--- src/rtl/pf_backup_pkg.sv ---
package pf_backup_pkg;

    typedef enum logic [1:0] {
        SEQ_NORMAL = 2'd0,
        SEQ_STORE  = 2'd1,
        SEQ_WAIT   = 2'd2,
        SEQ_RECALL = 2'd3
    } seq_state_e;

    function automatic logic host_open(input seq_state_e s);
        return s == SEQ_NORMAL;
    endfunction

    function automatic logic [1:0] state_code(input seq_state_e s);
        return logic'(s[1]) ? {1'b1, s[0]} : {1'b0, s[0]};
    endfunction

    function automatic int unsigned max2(input int unsigned a, input int unsigned b);
        return (a > b) ? a : b;
    endfunction

endpackage

--- src/rtl/pf_trip_filter.sv ---
module pf_trip_filter #(
    parameter int unsigned FILT_CYC = 4
) (
    input  logic clk,
    input  logic clr,
    input  logic raw_i,
    output logic level_o
);
    localparam int unsigned CW = $clog2(FILT_CYC + 1);

    logic          sync1_q, sync2_q, level_q;
    logic [CW-1:0] run_q;

    always_ff @(posedge clk) begin
        if (clr) begin
            sync1_q <= 1'b0;
            sync2_q <= 1'b0;
            level_q <= 1'b0;
            run_q   <= '0;
        end else begin
            sync1_q <= raw_i;
            sync2_q <= sync1_q;
            if (sync2_q != level_q) begin
                if (run_q == CW'(FILT_CYC - 1)) begin
                    level_q <= sync2_q;
                    run_q   <= '0;
                end else begin
                    run_q <= run_q + 1'b1;
                end
            end else begin
                run_q <= '0;
            end
        end
    end

    assign level_o = level_q;

    // the filtered level moves only toward a synchronized value that differed from it
    assert_filter_follows_R2: assert property (@(posedge clk) disable iff (clr)
        (level_q != $past(level_q)) |-> ($past(sync2_q) == level_q));

endmodule

--- src/rtl/pf_seq_fsm.sv ---
module pf_seq_fsm
    import pf_backup_pkg::*;
#(
    parameter int unsigned STORE_CYC  = 2_500_000,
    parameter int unsigned RECALL_CYC = 137_500,
    parameter int unsigned CNT_W      = 8
) (
    input  logic             clk,
    input  logic             clr,
    input  logic             trip_f_i,
    output seq_state_e       state_o,
    output logic             store_stb_o,
    output logic             recall_stb_o,
    output logic [CNT_W-1:0] count_o
);
    localparam int unsigned TW = $clog2(max2(STORE_CYC, RECALL_CYC) + 1);
    localparam logic [CNT_W-1:0] CNT_MAX = '1;

    seq_state_e       state_q, state_d;
    logic [TW-1:0]    tmr_q;
    logic [CNT_W-1:0] cnt_q;
    logic             tmr_done;

    assign tmr_done = (tmr_q == '0);

    always_comb begin
        state_d = state_q;
        unique case (state_q)
            SEQ_NORMAL: if (!trip_f_i) state_d = SEQ_STORE;
            SEQ_STORE:  if (tmr_done)  state_d = SEQ_WAIT;
            SEQ_WAIT:   if (trip_f_i)  state_d = SEQ_RECALL;
            SEQ_RECALL: if (tmr_done)  state_d = SEQ_NORMAL;
            default:                   state_d = SEQ_WAIT;
        endcase
    end

    always_ff @(posedge clk) begin
        if (clr) begin
            state_q      <= SEQ_WAIT;
            tmr_q        <= '0;
            cnt_q        <= '0;
            store_stb_o  <= 1'b0;
            recall_stb_o <= 1'b0;
        end else begin
            state_q      <= state_d;
            store_stb_o  <= (state_d == SEQ_STORE)  && (state_q != SEQ_STORE);
            recall_stb_o <= (state_d == SEQ_RECALL) && (state_q != SEQ_RECALL);
            if (state_d == SEQ_STORE && state_q != SEQ_STORE)
                tmr_q <= TW'(STORE_CYC - 1);
            else if (state_d == SEQ_RECALL && state_q != SEQ_RECALL)
                tmr_q <= TW'(RECALL_CYC - 1);
            else if (!tmr_done)
                tmr_q <= tmr_q - 1'b1;
            if (state_q == SEQ_STORE && tmr_done && cnt_q != CNT_MAX)
                cnt_q <= cnt_q + 1'b1;
        end
    end

    assign state_o = state_q;
    assign count_o = cnt_q;

    // a store strobe appears only in the first cycle of a store
    assert_store_stb_first_R3: assert property (@(posedge clk) disable iff (clr)
        store_stb_o |-> (state_q == SEQ_STORE && $past(state_q) != SEQ_STORE));

    // the two copy strobes never overlap
    assert_no_dual_stb_R3: assert property (@(posedge clk) disable iff (clr)
        !(store_stb_o && recall_stb_o));

    // a recall is entered only from the wait state
    assert_recall_from_wait_R5: assert property (@(posedge clk) disable iff (clr)
        (state_q == SEQ_RECALL && $past(state_q) != SEQ_RECALL) |-> ($past(state_q) == SEQ_WAIT));

    // a store never ends straight into normal access
    assert_store_exit_R4: assert property (@(posedge clk) disable iff (clr)
        ($past(state_q) == SEQ_STORE && state_q != SEQ_STORE) |-> (state_q == SEQ_WAIT));

    // the count saturates and changes only as a store ends
    assert_count_sat_R8: assert property (@(posedge clk) disable iff (clr)
        (cnt_q == CNT_MAX) |=> (cnt_q == CNT_MAX || clr));
    assert_count_step_R8: assert property (@(posedge clk) disable iff (clr)
        (cnt_q != $past(cnt_q)) |-> ($past(state_q) == SEQ_STORE && state_q == SEQ_WAIT));

endmodule

--- src/rtl/pf_mirror_array.sv ---
module pf_mirror_array #(
    parameter int unsigned DEPTH = 16,
    parameter int unsigned DW    = 8,
    parameter logic [DW-1:0] LOSS_FILL = '1,
    localparam int unsigned AW   = $clog2(DEPTH)
) (
    input  logic          clk,
    input  logic          clr,
    input  logic          wr_i,
    input  logic          rd_i,
    input  logic [AW-1:0] addr_i,
    input  logic [DW-1:0] wdata_i,
    input  logic          store_i,
    input  logic          recall_i,
    input  logic          lose_i,
    output logic [DW-1:0] rdata_o
);
    logic [DW-1:0] vol_word [DEPTH];

    for (genvar i = 0; i < DEPTH; i++) begin : gen_cell
        logic [DW-1:0] vol_q;
        logic [DW-1:0] nv_q;

        always_ff @(posedge clk) begin
            if (recall_i)
                vol_q <= nv_q;
            else if (lose_i)
                vol_q <= LOSS_FILL;
            else if (wr_i && addr_i == AW'(i))
                vol_q <= wdata_i;
            if (store_i)
                nv_q <= vol_q;
        end

        assign vol_word[i] = vol_q;
    end

    always_ff @(posedge clk) begin
        if (clr)
            rdata_o <= '0;
        else if (rd_i)
            rdata_o <= vol_word[addr_i];
    end

    // no host write may land while the array is being copied or has lost supply
    always_ff @(posedge clk) begin
        if (!clr) begin
            assert_no_write_in_copy_R7: assert (!(wr_i && (store_i || recall_i || lose_i)));
        end
    end

endmodule

--- src/rtl/pf_backup_ctrl.sv ---
module pf_backup_ctrl
    import pf_backup_pkg::*;
#(
    parameter int unsigned DEPTH      = 16,
    parameter int unsigned DW         = 8,
    parameter int unsigned FILT_CYC   = 4,
    parameter int unsigned STORE_CYC  = 2_500_000,
    parameter int unsigned RECALL_CYC = 137_500,
    parameter int unsigned CNT_W      = 8,
    parameter logic [DW-1:0] LOSS_FILL = '1,
    localparam int unsigned AW        = $clog2(DEPTH)
) (
    input  logic             clk,
    input  logic             rst,
    input  logic             por_ok,
    input  logic             trip_ok,
    input  logic             host_en,
    input  logic             host_we,
    input  logic [AW-1:0]    host_addr,
    input  logic [DW-1:0]    host_wdata,
    output logic [DW-1:0]    host_rdata,
    output logic             host_ready,
    output logic             supply_sw,
    output logic             store_stb,
    output logic             recall_stb,
    output logic [1:0]       seq_status,
    output logic [CNT_W-1:0] store_count
);
    logic       clr;
    logic       trip_f;
    seq_state_e state;
    logic       open;

    assign clr = rst | ~por_ok;

    pf_trip_filter #(.FILT_CYC(FILT_CYC)) u_filter (
        .clk     (clk),
        .clr     (clr),
        .raw_i   (trip_ok),
        .level_o (trip_f)
    );

    pf_seq_fsm #(
        .STORE_CYC  (STORE_CYC),
        .RECALL_CYC (RECALL_CYC),
        .CNT_W      (CNT_W)
    ) u_fsm (
        .clk          (clk),
        .clr          (clr),
        .trip_f_i     (trip_f),
        .state_o      (state),
        .store_stb_o  (store_stb),
        .recall_stb_o (recall_stb),
        .count_o      (store_count)
    );

    assign open = host_open(state);

    pf_mirror_array #(
        .DEPTH     (DEPTH),
        .DW        (DW),
        .LOSS_FILL (LOSS_FILL)
    ) u_array (
        .clk      (clk),
        .clr      (clr),
        .wr_i     (host_en & host_we & open),
        .rd_i     (host_en & ~host_we & open),
        .addr_i   (host_addr),
        .wdata_i  (host_wdata),
        .store_i  (store_stb),
        .recall_i (recall_stb),
        .lose_i   (state == SEQ_WAIT),
        .rdata_o  (host_rdata)
    );

    assign host_ready = open;
    assign supply_sw  = open;
    assign seq_status = state_code(state);

    // the supply switch closes only as a recall finishes
    assert_switch_close_R5: assert property (@(posedge clk) disable iff (clr)
        $rose(supply_sw) |-> ($past(seq_status) == 2'd3));

endmodule

--- config.mk ---
export PLATFORM = sky130hd
export DESIGN_NAME = pf_backup_ctrl
export DESIGN_NICKNAME = d
export VERILOG_FILES = /design/src/rtl/pf_backup_pkg.sv /design/src/rtl/pf_trip_filter.sv /design/src/rtl/pf_seq_fsm.sv /design/src/rtl/pf_mirror_array.sv /design/src/rtl/pf_backup_ctrl.sv
export SDC_FILE = /design/constraint.sdc
export NUM_CORES = 1
export LEC_CHECK = 0
export ABC_AREA = 1
export BUFFER_PORTS_ARGS = -buffer_cell sky130_fd_sc_hd__clkbuf_2
export CAP_MARGIN = 20
export CORE_ASPECT_RATIO = 1.25
export CORE_MARGIN = 2
export CORE_UTILIZATION = 45
export DETAILED_ROUTE_END_ITERATION = 7
export SLEW_MARGIN = 40
export SYNTH_ARGS = -nofsm -noshare
export SYNTH_HDL_FRONTEND = slang
export SYNTH_SLANG_ARGS = --single-unit
export TNS_END_PERCENT = 10
--- constraint.sdc ---
create_clock -name clk -period 10.2 [get_ports clk]
set_clock_uncertainty 0.2 [all_clocks]
set_input_delay 0.51 -clock clk [delete_from_list [all_inputs] [get_ports clk]]
set_output_delay 0.51 -clock clk [all_outputs]
set_load 0.005 [all_outputs]
==> reports/results.txt, run 1 <==
Status: completed
Async SR Flop Fraction: 0
Worst hold slack across all endpoints: 0.132 ns
Worst path arrival time: 2.55 ns
Req. time, crit path: 10.18 ns
Startpoint type of the worst setup path: flop
Root buffer selected by CTS: sky130_fd_sc_hd__clkbuf_16
First-pass GRT wire length: 44.8 mm
Number of routed nets with antenna violations: 0
Placed Instances: 1485
Final number of hold-violating endpoints: 0
Peak supply drop: 0.000133 V
Worst Hold Launch: rst
Leftover overflow at the end of global routing: 0
Power per Cell Area: 203 mW/mm2
Detailed placer's ending HPWL: 18.2 mm
HP Class: input pin to flop
Worst-path fanout max: 16
Reg2Reg Launch Point: u_fsm.state_o[1]$_SDFF_PP1_
Count of antenna diodes in the layout: 0
Cells resized by post-CTS repair: 0
Ys Warns: 0
Buf/Inv on CP: 1
H-Tree Level Count: 1
Net total in the final layout: 1195
Worst Hold Depth: 3
Area added between synthesis and finish: 12.8%
Sequential-to-total area share from yosys stat: 0.701
Most repeated library cell on the critical path: sky130_fd_sc_hd__nor2_2
Routed Wire Length: 28.9 mm
Type of the worst setup path: flop to flop
Shortest clock period the worst path allows after layout: 2.57 ns
Initial antenna violation count: 0
Total number of vias: 8098
Global router's overall resource usage: 0.201
Number of storage elements in the synthesis netlist: 304
Buffers added on ports: 39
Crit path max-delay cell type: sky130_fd_sc_hd__nor2_2
DRC Markers: 0
Horizontal die dimension: 152 um
Effective utilization at floorplan: 0.459
Sequence of cells on the critical path: inv_1 > nor2_2 > nor2_2 > o21ai_1
Mean number of vias per cell: 5.26
Static Leakage: 0.00459 uW
Pin count of the biggest net entering global routing: 71
Kind of capture point of the worst setup path: flop
Final setup fails: 0
Distinct cell type count after synthesis: 37
Clock tree from TritonCTS: built
Placement Rows: 67
Final cycle utilization of the critical path: 0.252
Initial DRC count: 681
Final total power: 2830 uW
Number of ports placed on the die boundary: 40
Final core utilization: 0.517
Worst-Margin Slew: 0.832 ns
Number of instances in the synthesized netlist: 1128
Maximum clock path buffer count: 3
Total of max-cap violations: 0
Flop2flop setup slack: 7.63 ns
RSZ-0062 raised after global routing: no
Number of global-route vias before repair: 7679
Primary FF master, synth: sky130_fd_sc_hd__edfxtp_1
Detailed-router iteration count before antenna repair: 5
Peak Freq: 390 MHz
Routability congestion estimate: 0.889
Headroom to the max-slew limit: 0.445
Synthesized area: 0.0123 mm2
Number of buffers created by CTS: 29
Core area: 0.0269 mm2
Depth of the worst register-to-register path: 4
Die Height: 189 um
Largest stage delay, worst path: 0.64 ns
Die Outline Area: 0.0288 mm2
Worst path depth: 4
Top delay family on crit path: simple AND/OR/NAND/NOR gates
DR WL/cell: 18.7 um
Syn nets: 1150
Share of final-layout standard cells stronger than drive strength 1: 0.128
Total number of clock tree sinks: 304
Most frequent cells in the layout: sky130_fd_sc_hd__nand2_1, sky130_fd_sc_hd__edfxtp_1, sky130_fd_sc_hd__nor2_1, sky130_fd_sc_hd__dfxtp_1, sky130_fd_sc_hd__clkbuf_2
Post-layout instance count excluding filler cells: 1541
Clock-pin slew reported for the worst setup and hold paths after clock tree synthesis: 0.07 ns
Worst hold endpoint: u_fsm.state_o[1]$_SDFF_PP1_
Number of enable flip-flop cells after synthesis: 256
Later-pin clock latency in the skew report: 0.56 ns
Post-Syn Area per Cell: 10.9 um2
Final sum of negative setup slack: 0 ns
Reg-to-reg critical path endpoint: u_array.gen_cell[9].vol_q[5]$_DFFE_PP_
Number of max-slew violations in the final report: 0
Leading cell type in the layout, fill and taps excluded: sky130_fd_sc_hd__nand2_1
-- power breakdown --
part           internal, uW  total, uW  switching, uW
clock network           578       1050            473
registers              1350       1360           19.1
logic                   144        410            267
-- Yosys cell counts (4+ instances only) --
library cell / count / share of area
sky130_fd_sc_hd__ha_1: 4 / 0.0041
sky130_fd_sc_hd__a22oi_1: 16 / 0.0097
sky130_fd_sc_hd__nand2_2: 4 / 0.0020
sky130_fd_sc_hd__nor2_4: 4 / 0.0037
sky130_fd_sc_hd__xor2_1: 10 / 0.0071
sky130_fd_sc_hd__buf_2: 21 / 0.0085
sky130_fd_sc_hd__dfxtp_1: 48 / 0.078
sky130_fd_sc_hd__nor2_2: 8 / 0.0041
sky130_fd_sc_hd__inv_1: 32 / 0.0097
sky130_fd_sc_hd__xnor2_1: 5 / 0.0035
sky130_fd_sc_hd__nand4_1: 30 / 0.015
sky130_fd_sc_hd__o21ai_2: 8 / 0.0057
sky130_fd_sc_hd__edfxtp_1: 256 / 0.62
sky130_fd_sc_hd__a21oi_1: 18 / 0.0073
sky130_fd_sc_hd__nor2_1: 83 / 0.025
sky130_fd_sc_hd__o21ai_0: 27 / 0.011
sky130_fd_sc_hd__clkbuf_1: 16 / 0.0049
sky130_fd_sc_hd__inv_2: 9 / 0.0027
sky130_fd_sc_hd__nand2_1: 472 / 0.14
sky130_fd_sc_hd__nand3_1: 29 / 0.012
-- worst register-to-register path, stage by stage (launching register included) --
cell                      delay (ns)
sky130_fd_sc_hd__dfxtp_1        0.45
sky130_fd_sc_hd__inv_1          0.08
sky130_fd_sc_hd__nor2_2         0.64
sky130_fd_sc_hd__nor2_2         0.33
sky130_fd_sc_hd__o21ai_1        0.51
-- logic make-up after synthesis --
logic type,count (synthesis),share of synthesized area
xor+xnor,15,0.0106
fa+ha+maj,4,0.00406
buf+inv,86,0.0303
flops,304,0.701
simple gates,643,0.217
compound gates,76,0.0373
-- layout make-up --
type	count	area [um2]
fill	2403	13000
sequential	304	8660
multi-input combinational	738	3370
clock buffer	36	792
tap	345	432
timing repair buffer	58	373
inverter	42	160
clock inverter	18	129
-- registers in the layout, indices dropped and copies added, names as in the netlist, 2 cells and up --
| register | count |
|---|---|
| u_array.gen_cell.nv_q | 128 |
| u_array.gen_cell.vol_q | 128 |
| u_array.rdata_o | 8 |
| u_filter.run_q | 3 |
| u_fsm.count_o | 8 |
| u_fsm.state_o | 2 |
| u_fsm.tmr_q | 22 |
-- per-layer routing --
layer  vias up  routed length [um]  global-route usage  share of wire
met1      3880               13100               0.291           0.45
met2       288               13200               0.323           0.46
met3        44                2070              0.0311          0.072
met4         0                 520              0.0439          0.018
li1       3886                   -                   -              -
met5         -                   0                   0              0
-- stage by stage --
step / worst slack [ns] / area [um2]
2_1_floorplan: 6.38 / 12300
3_3_place_gp: 7.02 / 12900
3_5_place_dp: 7.16 / 13000
4_1_cts: 7.61 / 13900
5_1_grt: 7.47 / 13900
6_report: 7.63 / 13900
-- timing repair --
| action | CTS | global route |
|---|---|---|
| buffers inserted | 0 | 0 |
| hold endpoints to repair | 1 | 0 |
| hold buffers | 1 | 0 |
-- how the worst max path moves through the flow --
stage / start / end / slack [ns]
2_1_floorplan: u_fsm.store_stb_o$_SDFF_PP0_ / store_stb / 6.38
3_3_place_gp: host_addr[1] / u_array.gen_cell[6].vol_q[4]$_DFFE_PP_ / 7.02
3_5_place_dp: host_addr[1] / u_array.gen_cell[6].vol_q[4]$_DFFE_PP_ / 7.16
4_1_cts: u_fsm.state_o[1]$_SDFF_PP1_ / u_array.gen_cell[1].vol_q[5]$_DFFE_PP_ / 7.61
5_1_grt: u_fsm.state_o[1]$_SDFF_PP1_ / u_array.gen_cell[9].vol_q[3]$_DFFE_PP_ / 7.47
6_report: u_fsm.state_o[1]$_SDFF_PP1_ / u_array.gen_cell[9].vol_q[5]$_DFFE_PP_ / 7.63
Note: power is estimated with default switching activity, not from simulation.
==> run 2: changes to the inputs <==
ABC_AREA = 0   (was 1)
clock period = 2.4 ns   (was 10.2 ns; I/O delays follow)
==> reports/results.txt, run 2 <==
Final cycle utilization of the critical path: 0.940 (was 0.252)
H-Tree Level Count: 1 (unchanged)
Largest registers in the final layout: u_array.gen_cell.nv_q (128), u_array.gen_cell.vol_q (128), u_fsm.tmr_q (22) (unchanged)
Most repeated cell in the gate-level netlist after synthesis: sky130_fd_sc_hd__nand2_1 (unchanged)
Routability congestion estimate: 0.826 (was 0.889)
Async SR Flop Fraction: 0 (unchanged)
Filler Cells Inserted: 2149 (was 2403)
Top delay family on crit path: buffers and inverters (was simple AND/OR/NAND/NOR gates)
Cell type contributing the most total cell area after synthesis: sky130_fd_sc_hd__edfxtp_1 (unchanged)
Core area: 0.0262 mm2 (was 0.0269 mm2)
Shortest clock period the worst path allows after layout: 2.26 ns (was 2.57 ns)
Count of antenna diodes in the layout: 0 (unchanged)
Total number of vias: 7385 (was 8098)
HP Class: input pin to flop (unchanged)
Horizontal die dimension: 150 um (was 152 um)
Met1 Routed Length: 12.3 mm (was 13.1 mm)
Clock tree from TritonCTS: built (unchanged)
Initial antenna violation count: 0 (unchanged)
Top cell type's share of synthesized area: 0.638 (was 0.623)
Total of max-cap violations: 0 (unchanged)
Headroom to the max-slew limit: 0.515 (was 0.445)
Leftover overflow at the end of global routing: 0 (unchanged)
Wire length on met3: 1.63 mm (was 2.07 mm)
Largest cells by area after synthesis: sky130_fd_sc_hd__edfxtp_1, sky130_fd_sc_hd__nand2_1, sky130_fd_sc_hd__dfxtp_1 (unchanged)
Root buffer selected by CTS: sky130_fd_sc_hd__clkbuf_16 (unchanged)
Leading cell type in the layout, fill and taps excluded: sky130_fd_sc_hd__nand2_1 (unchanged)
Area of the multi-input gates: 0.00322 mm2 (was 0.00337 mm2)
Die Height: 187 um (was 189 um)
Share of final-layout standard cells stronger than drive strength 1: 0.185 (was 0.128)
Startpoint type of the worst setup path: flop (unchanged)
Worst-path fanout max: 2 (was 16)
Detail Route met2 WL: 13.3 mm (was 13.2 mm)
Number of max-slew violations in the final report: 0 (unchanged)
Type of the worst setup path: flop to flop (unchanged)
Static Leakage: 0.00442 uW (was 0.00459 uW)
Detailed-router iteration count before antenna repair: 5 (unchanged)
Peak supply drop: 0.000537 V (was 0.000133 V)
Later-pin clock latency in the skew report: 0.55 ns (was 0.56 ns)
Number of ports placed on the die boundary: 40 (unchanged)
Peak Freq: 443 MHz (was 390 MHz)
Top cells by instance count after synthesis: sky130_fd_sc_hd__nand2_1, sky130_fd_sc_hd__edfxtp_1, sky130_fd_sc_hd__dfxtp_1, sky130_fd_sc_hd__clkbuf_1, sky130_fd_sc_hd__o21ai_0 (was sky130_fd_sc_hd__nand2_1, sky130_fd_sc_hd__edfxtp_1, sky130_fd_sc_hd__nor2_1, sky130_fd_sc_hd__dfxtp_1, sky130_fd_sc_hd__inv_1)
Power per Cell Area: 924 mW/mm2 (was 203 mW/mm2)
Ys Warns: 0 (unchanged)
Die Outline Area: 0.0281 mm2 (was 0.0288 mm2)
Clock-pin slew reported for the worst setup and hold paths after clock tree synthesis: 0.06 ns (was 0.07 ns)
Final number of hold-violating endpoints: 0 (unchanged)
Syn nets: 920 (was 1150)
Status: completed (unchanged)
Worst path arrival time: 2.49 ns (was 2.55 ns)
Largest stage delay, worst path: 0.56 ns (was 0.64 ns)
Final setup fails: 0 (unchanged)
Distinct cell type count after synthesis: 51 (was 37)
Number of instances in the synthesized netlist: 898 (was 1128)
DRC Markers: 0 (unchanged)
Pin count of the biggest net entering global routing: 63 (was 71)
Final sum of negative setup slack: 0 ns (unchanged)
Mean number of vias per cell: 5.46 (was 5.26)
Number of enable flip-flop cells after synthesis: 256 (unchanged)
Number of buffers created by CTS: 30 (was 29)
Post-Syn Area per Cell: 13.4 um2 (was 10.9 um2)
Global router's overall resource usage: 0.197 (was 0.201)
Sequence of cells on the critical path: mux4_2 > a21oi_1 > a31oi_1 > dlygate4sd3_1 (was inv_1 > nor2_2 > nor2_2 > o21ai_1)
Sequential-to-total area share from yosys stat: 0.718 (was 0.701)
DR WL/cell: 20.6 um (was 18.7 um)
Top routing layer used: met4 (unchanged)
Routed Wire Length: 27.8 mm (was 28.9 mm)
Worst-Margin Slew: 0.728 ns (was 0.832 ns)
Buffers added on ports: 39 (unchanged)
Number of storage elements in the synthesis netlist: 304 (unchanged)
Number of global-route vias before repair: 7254 (was 7679)
Buf/Inv on CP: 1 (unchanged)
Effective utilization at floorplan: 0.460 (was 0.459)
Total number of clock tree sinks: 304 (unchanged)
Worst hold slack across all endpoints: 0.0207 ns (was 0.132 ns)
Synthesized area: 0.0120 mm2 (was 0.0123 mm2)
Req. time, crit path: 2.64 ns (was 10.18 ns)
Detailed placer's ending HPWL: 17.5 mm (was 18.2 mm)
Initial DRC count: 785 (was 681)
Area added between synthesis and finish: 17.7% (was 12.8%)
Crit path max-delay cell type: sky130_fd_sc_hd__dlygate4sd3_1 (was sky130_fd_sc_hd__nor2_2)
Net total in the final layout: 1011 (was 1195)
First-pass GRT wire length: 42.1 mm (was 44.8 mm)
RSZ-0062 raised after global routing: no (unchanged)
Kind of capture point of the worst setup path: flop (unchanged)
Primary FF master, synth: sky130_fd_sc_hd__edfxtp_1 (unchanged)
Maximum clock path buffer count: 3 (unchanged)
Most frequent cells in the layout: sky130_fd_sc_hd__nand2_1, sky130_fd_sc_hd__edfxtp_1, sky130_fd_sc_hd__buf_4, sky130_fd_sc_hd__dfxtp_1, sky130_fd_sc_hd__clkbuf_2 (was sky130_fd_sc_hd__nand2_1, sky130_fd_sc_hd__edfxtp_1, sky130_fd_sc_hd__nor2_1, sky130_fd_sc_hd__dfxtp_1, sky130_fd_sc_hd__clkbuf_2)
Placement Rows: 66 (was 67)
Number of routed nets with antenna violations: 0 (unchanged)
Area of all sequential standard cells: 0.00866 mm2 (unchanged)
run 2: changes by cell type after synthesis, sizes merged, moves of 17 or more:
cell,change
clkbuf,+22
buf,-20
nor2,-68
nand2,-201
nand3,-21
mux4,+24
nand4,-26
inv,-36
mux2i,+17
run 2: kinds of logic (layout without fill, tap and decap cells):
kind of cell	count (synthesis)	count (layout)	synth area share
AO/OA/AOI/OAI	99	99	0.0491
flip-flops	304	304	0.718
XOR/XNOR	24	24	0.0175
buffers and inverters	52	167	0.0167
multiplexers	41	41	0.0590
adder cells (fa/ha/maj)	4	4	0.00416
AND/OR/NAND/NOR	374	374	0.135
run 2: area by class of cell:
| type | instances | area share |
|---|---|---|
| Tap cell | 340 | 0.0300 |
| Multi-Input combinational cell | 542 | 0.227 |
| Timing Repair Buffer | 105 | 0.0549 |
| Inverter | 6 | 0.00159 |
| Sequential cell | 304 | 0.611 |
| Clock inverter | 12 | 0.0113 |
| Clock buffer | 44 | 0.0646 |
run 2: what timing repair did:
item / in CTS / in global routing
endpoints found under the setup margin: 0 / 10
buffers inserted: 0 / 0
hold buffers: 15 / 0
endpoints found under the hold margin: 146 / 0
resized for setup: 0 / 6
run 2: metrics by stage:
step / worst slack (ns) / instance area, um2 / total power [uW] / std cells / util
after floorplan: 0.106 / 12000 / 7530 / 898 / -
after global placement: 0.204 / 12900 / 8070 / 1282 / 0.494
after detailed placement: 0.122 / 12900 / 8090 / 1282 / 0.494
after CTS: 0.0775 / 14200 / 13100 / 1353 / 0.541
after global routing: 0.00322 / 14200 / 13700 / 1353 / 0.541
final: 0.143 / 14200 / 13100 / 1353 / 0.541
run 2: routing by layer:
| metal | GRT usage | vias up |
|---|---|---|
| met5 | 0 | - |
| met4 | 0.0522 | 0 |
| met3 | 0.0280 | 49 |
| met2 | 0.318 | 233 |
| met1 | 0.281 | 3680 |
| li1 | - | 3423 |
run 2: path summary, 6_finish.rpt:
check	start	to	slack, ns	cells after the start
max reg2reg	u_array.gen_cell[7].vol_q[1]$_DFFE_PP_	u_array.rdata_o[1]$_SDFFE_PP0P_	0.14	4
max	u_array.gen_cell[7].vol_q[1]$_DFFE_PP_	u_array.rdata_o[1]$_SDFFE_PP0P_	0.14	4
min	por_ok	u_fsm.count_o[7]$_SDFFE_PP0P_	0.02	3
min reg2reg	u_filter.run_q[0]$_SDFF_PP0_	u_filter.run_q[0]$_SDFF_PP0_	0.22	1
run 2: report_power, final:
part	internal, uW	total, uW	switching (uW)
registers	5780	5940	161
clock network	3060	5030	1970
logic	924	2130	1200
total	9760	13100	3340
run 2: tightest hold or removal path: stages:
cell,delay (ns)
sky130_fd_sc_hd__clkbuf_2,0.09
sky130_fd_sc_hd__nand2b_1,0.34
sky130_fd_sc_hd__nor2_1,0.19
==> run 3: changes to the inputs <==
clock period = 2.06 ns   (was 2.4 ns; I/O delays follow)
==> reports/results.txt, run 3 (same netlist as run 2, synthesis figures left out) <==
Final cycle utilization of the critical path: 1.00 (was 0.940)
Peak Freq: 484 MHz (was 443 MHz)
Detailed-router iteration count before antenna repair: 6 (was 5)
Total number of clock tree sinks: 304 (unchanged)
Routability congestion estimate: 0.808 (was 0.826)
DR WL/cell: 20.5 um (was 20.6 um)
Placed Instances: 1307 (was 1282)
Depth of the worst register-to-register path: 5 (was 4)
Most frequent cells in the layout: sky130_fd_sc_hd__nand2_1, sky130_fd_sc_hd__edfxtp_1, sky130_fd_sc_hd__buf_4, sky130_fd_sc_hd__dfxtp_1, sky130_fd_sc_hd__clkbuf_2 (unchanged)
Final setup fails: 1 (was 0)
Post-layout instance area: 0.0145 mm2 (was 0.0142 mm2)
Violated checks: negative setup slack
Top delay family on crit path: simple AND/OR/NAND/NOR gates (was buffers and inverters)
Number of max-slew violations in the final report: 0 (unchanged)
H-Tree Level Count: 1 (unchanged)
Number of routed nets with antenna violations: 0 (unchanged)
First-pass GRT wire length: 43.3 mm (was 42.1 mm)
Number of buffers created by CTS: 30 (unchanged)
Area of all sequential standard cells: 0.00866 mm2 (about the same)
DRC Markers: 0 (unchanged)
HP Class: input pin to flop (unchanged)
Number of ports placed on the die boundary: 40 (unchanged)
Count of antenna diodes in the layout: 0 (unchanged)
RSZ-0062 raised after global routing: yes (was no)
Later-pin clock latency in the skew report: 0.55 ns (about the same)
Detailed placer's ending HPWL: 17.9 mm (was 17.5 mm)
Largest stage delay, worst path: 0.55 ns (was 0.56 ns)
Worst path arrival time: 2.30 ns (was 2.49 ns)
Initial DRC count: 617 (was 785)
Total of max-cap violations: 0 (unchanged)
Worst path depth: 5 (was 4)
Total number of vias: 7426 (was 7385)
Setup WS post-layout: -0.00810 ns (was 0.143 ns)
Number of global-route vias before repair: 7545 (was 7254)
Buf/Inv on CP: 0 (was 1)
Initial antenna violation count: 0 (unchanged)
Peak supply drop: 0.000659 V (was 0.000537 V)
Req. time, crit path: 2.29 ns (was 2.64 ns)
Area of the multi-input gates: 0.00329 mm2 (was 0.00322 mm2)
Minimum setup slack after placement: -0.125 ns (was 0.122 ns)
Net total in the final layout: 1036 (was 1011)
Worst setup path endpoint: u_fsm.tmr_q[19]$_SDFFE_PP0N_ (was u_array.rdata_o[1]$_SDFFE_PP0P_)
Clock-pin slew reported for the worst setup and hold paths after clock tree synthesis: 0.06 ns (about the same)
Sequence of cells on the critical path: or4_4 > or3_4 > and4bb_2 > xnor2_1 > nor2_1 (was mux4_2 > a21oi_1 > a31oi_1 > dlygate4sd3_1)
Crit path max-delay cell type: sky130_fd_sc_hd__or4_4 (was sky130_fd_sc_hd__dlygate4sd3_1)
Reg-to-reg critical path endpoint: u_fsm.tmr_q[19]$_SDFFE_PP0N_ (was u_array.rdata_o[1]$_SDFFE_PP0P_)
Worst-path fanout max: 6 (was 2)
Kind of capture point of the worst setup path: flop (unchanged)
Shortest clock period the worst path allows after layout: 2.07 ns (was 2.26 ns)
Clock tree from TritonCTS: built (unchanged)
Share of final-layout standard cells stronger than drive strength 1: 0.207 (was 0.185)
Leading cell type in the layout, fill and taps excluded: sky130_fd_sc_hd__nand2_1 (unchanged)
Flop2flop setup slack: -0.008 ns (was 0.14 ns)
Effective utilization at floorplan: 0.460 (unchanged)
Placement Rows: 66 (unchanged)
Core area: 0.0262 mm2 (unchanged)
Final sum of negative setup slack: -0.00810 ns (was 0 ns)
Largest registers in the final layout: u_array.gen_cell.nv_q (128), u_array.gen_cell.vol_q (128), u_fsm.tmr_q (22) (unchanged)
Mean number of vias per cell: 5.39 (was 5.46)
Post-Place Cell Area: 0.0132 mm2 (was 0.0129 mm2)
Area added between synthesis and finish: 20.3% (was 17.7%)
Root buffer selected by CTS: sky130_fd_sc_hd__clkbuf_16 (unchanged)
Crit path from: u_fsm.tmr_q[0]$_SDFFE_PP0P_ (was u_array.gen_cell[7].vol_q[1]$_DFFE_PP_)
Horizontal die dimension: 150 um (unchanged)
Global router's overall resource usage: 0.202 (was 0.197)
Static Leakage: 0.00457 uW (was 0.00442 uW)
Status: finished, violations left (was completed)
Final core utilization: 0.553 (was 0.541)
Type of the worst setup path: flop to flop (unchanged)
Maximum clock path buffer count: 3 (unchanged)
Routed Wire Length: 28.2 mm (was 27.8 mm)
Final number of hold-violating endpoints: 0 (unchanged)
Filler Cells Inserted: 2122 (was 2149)
Die Outline Area: 0.0281 mm2 (unchanged)
Die Height: 187 um (unchanged)
Pin count of the biggest net entering global routing: 90 (was 63)
Post-layout instance count excluding filler cells: 1377 (was 1353)
Headroom to the max-slew limit: 0.465 (was 0.515)
Power per Cell Area: 1070 mW/mm2 (was 924 mW/mm2)
Leftover overflow at the end of global routing: 0 (unchanged)
Startpoint type of the worst setup path: flop (unchanged)
Worst-Margin Slew: 0.801 ns (was 0.728 ns)
Buffers added on ports: 39 (unchanged)
Reg2Reg Launch Point: u_fsm.tmr_q[0]$_SDFFE_PP0P_ (was u_array.gen_cell[7].vol_q[1]$_DFFE_PP_)
run 3: cell types whose count changed in the layout (fill, tap and decap cells not counted), moves of 2 or more:
| cell | before | now |
|---|---|---|
| sky130_fd_sc_hd__buf_12 | 4 | 14 |
| sky130_fd_sc_hd__nor4_4 | 0 | 3 |
| sky130_fd_sc_hd__clkbuf_8 | 7 | 0 |
| sky130_fd_sc_hd__clkinvlp_4 | 0 | 3 |
| sky130_fd_sc_hd__buf_4 | 47 | 62 |
| sky130_fd_sc_hd__nor4_1 | 5 | 1 |
| sky130_fd_sc_hd__o21ai_0 | 35 | 33 |
| sky130_fd_sc_hd__clkinv_2 | 8 | 6 |
| sky130_fd_sc_hd__clkinv_1 | 0 | 5 |
run 3: stage by stage:
step / power [uW] / hold slack (ns)
floorplan: 8770 / 0.0247
global placement: 9760 / 0.114
detailed placement: 9770 / 0.111
CTS: 15400 / 0.0322
global route: 16100 / 0.0952
finish: 15500 / 0.0470
run 3: worst reg2reg max path, delay by kind of cell (launching register included):
kind	cells	cell delay [ns]
flops	1	0.33
simple gates	4	1.31
xor+xnor	1	0.11
run 3: worst min-delay path by stage:
stage,startpoint,endpoint,slack [ns],cells after the start
after global placement,trip_ok,u_filter.sync1_q$_SDFF_PP0_,0.11,2
after detailed placement,trip_ok,u_filter.sync1_q$_SDFF_PP0_,0.11,2
after floorplan,trip_ok,u_filter.sync1_q$_SDFF_PP0_,0.02,1
after global routing,host_addr[3],u_array.rdata_o[6]$_SDFFE_PP0P_,0.1,5
after CTS,host_addr[3],u_array.rdata_o[6]$_SDFFE_PP0P_,0.03,5
final,host_addr[3],u_array.rdata_o[6]$_SDFFE_PP0P_,0.05,5
run 3: metal layers:
metal,vias to the layer above,share of wire,track usage
met5,-,0,0
met4,0,0.032,0.0657
met3,44,0.054,0.0278
met2,221,0.48,0.326
met1,3684,0.43,0.285
li1,3477,-,-
run 3: timing repair:
| action | 4_1_cts | 5_1_grt |
|---|---|---|
| pin swaps | 0 | 6 |
| resized for setup | 1 | 21 |
| buffers inserted | 0 | 1 |
| hold buffers | 14 | 0 |
| hold endpoints to repair | 153 | 0 |
| endpoints found under the setup margin | 2 | 51 |
run 3: report_power, final:
group	total (uW)	leakage (uW)	internal, uW	switching, uW
registers	6890	0.00263	6730	164
clock network	5570	0.000480	3240	2330
logic	3050	0.00146	1400	1640
total	15500	0.00457	11400	4140
run 3: layout make-up:
class                   count  share of cell area
flip-flops and latches    304               0.598
multi-input cells         542               0.227
repair buffers            130              0.0754
clock buffers              35              0.0546
well taps                 340              0.0294
clock inverters            20              0.0142
inverters                   6             0.00155
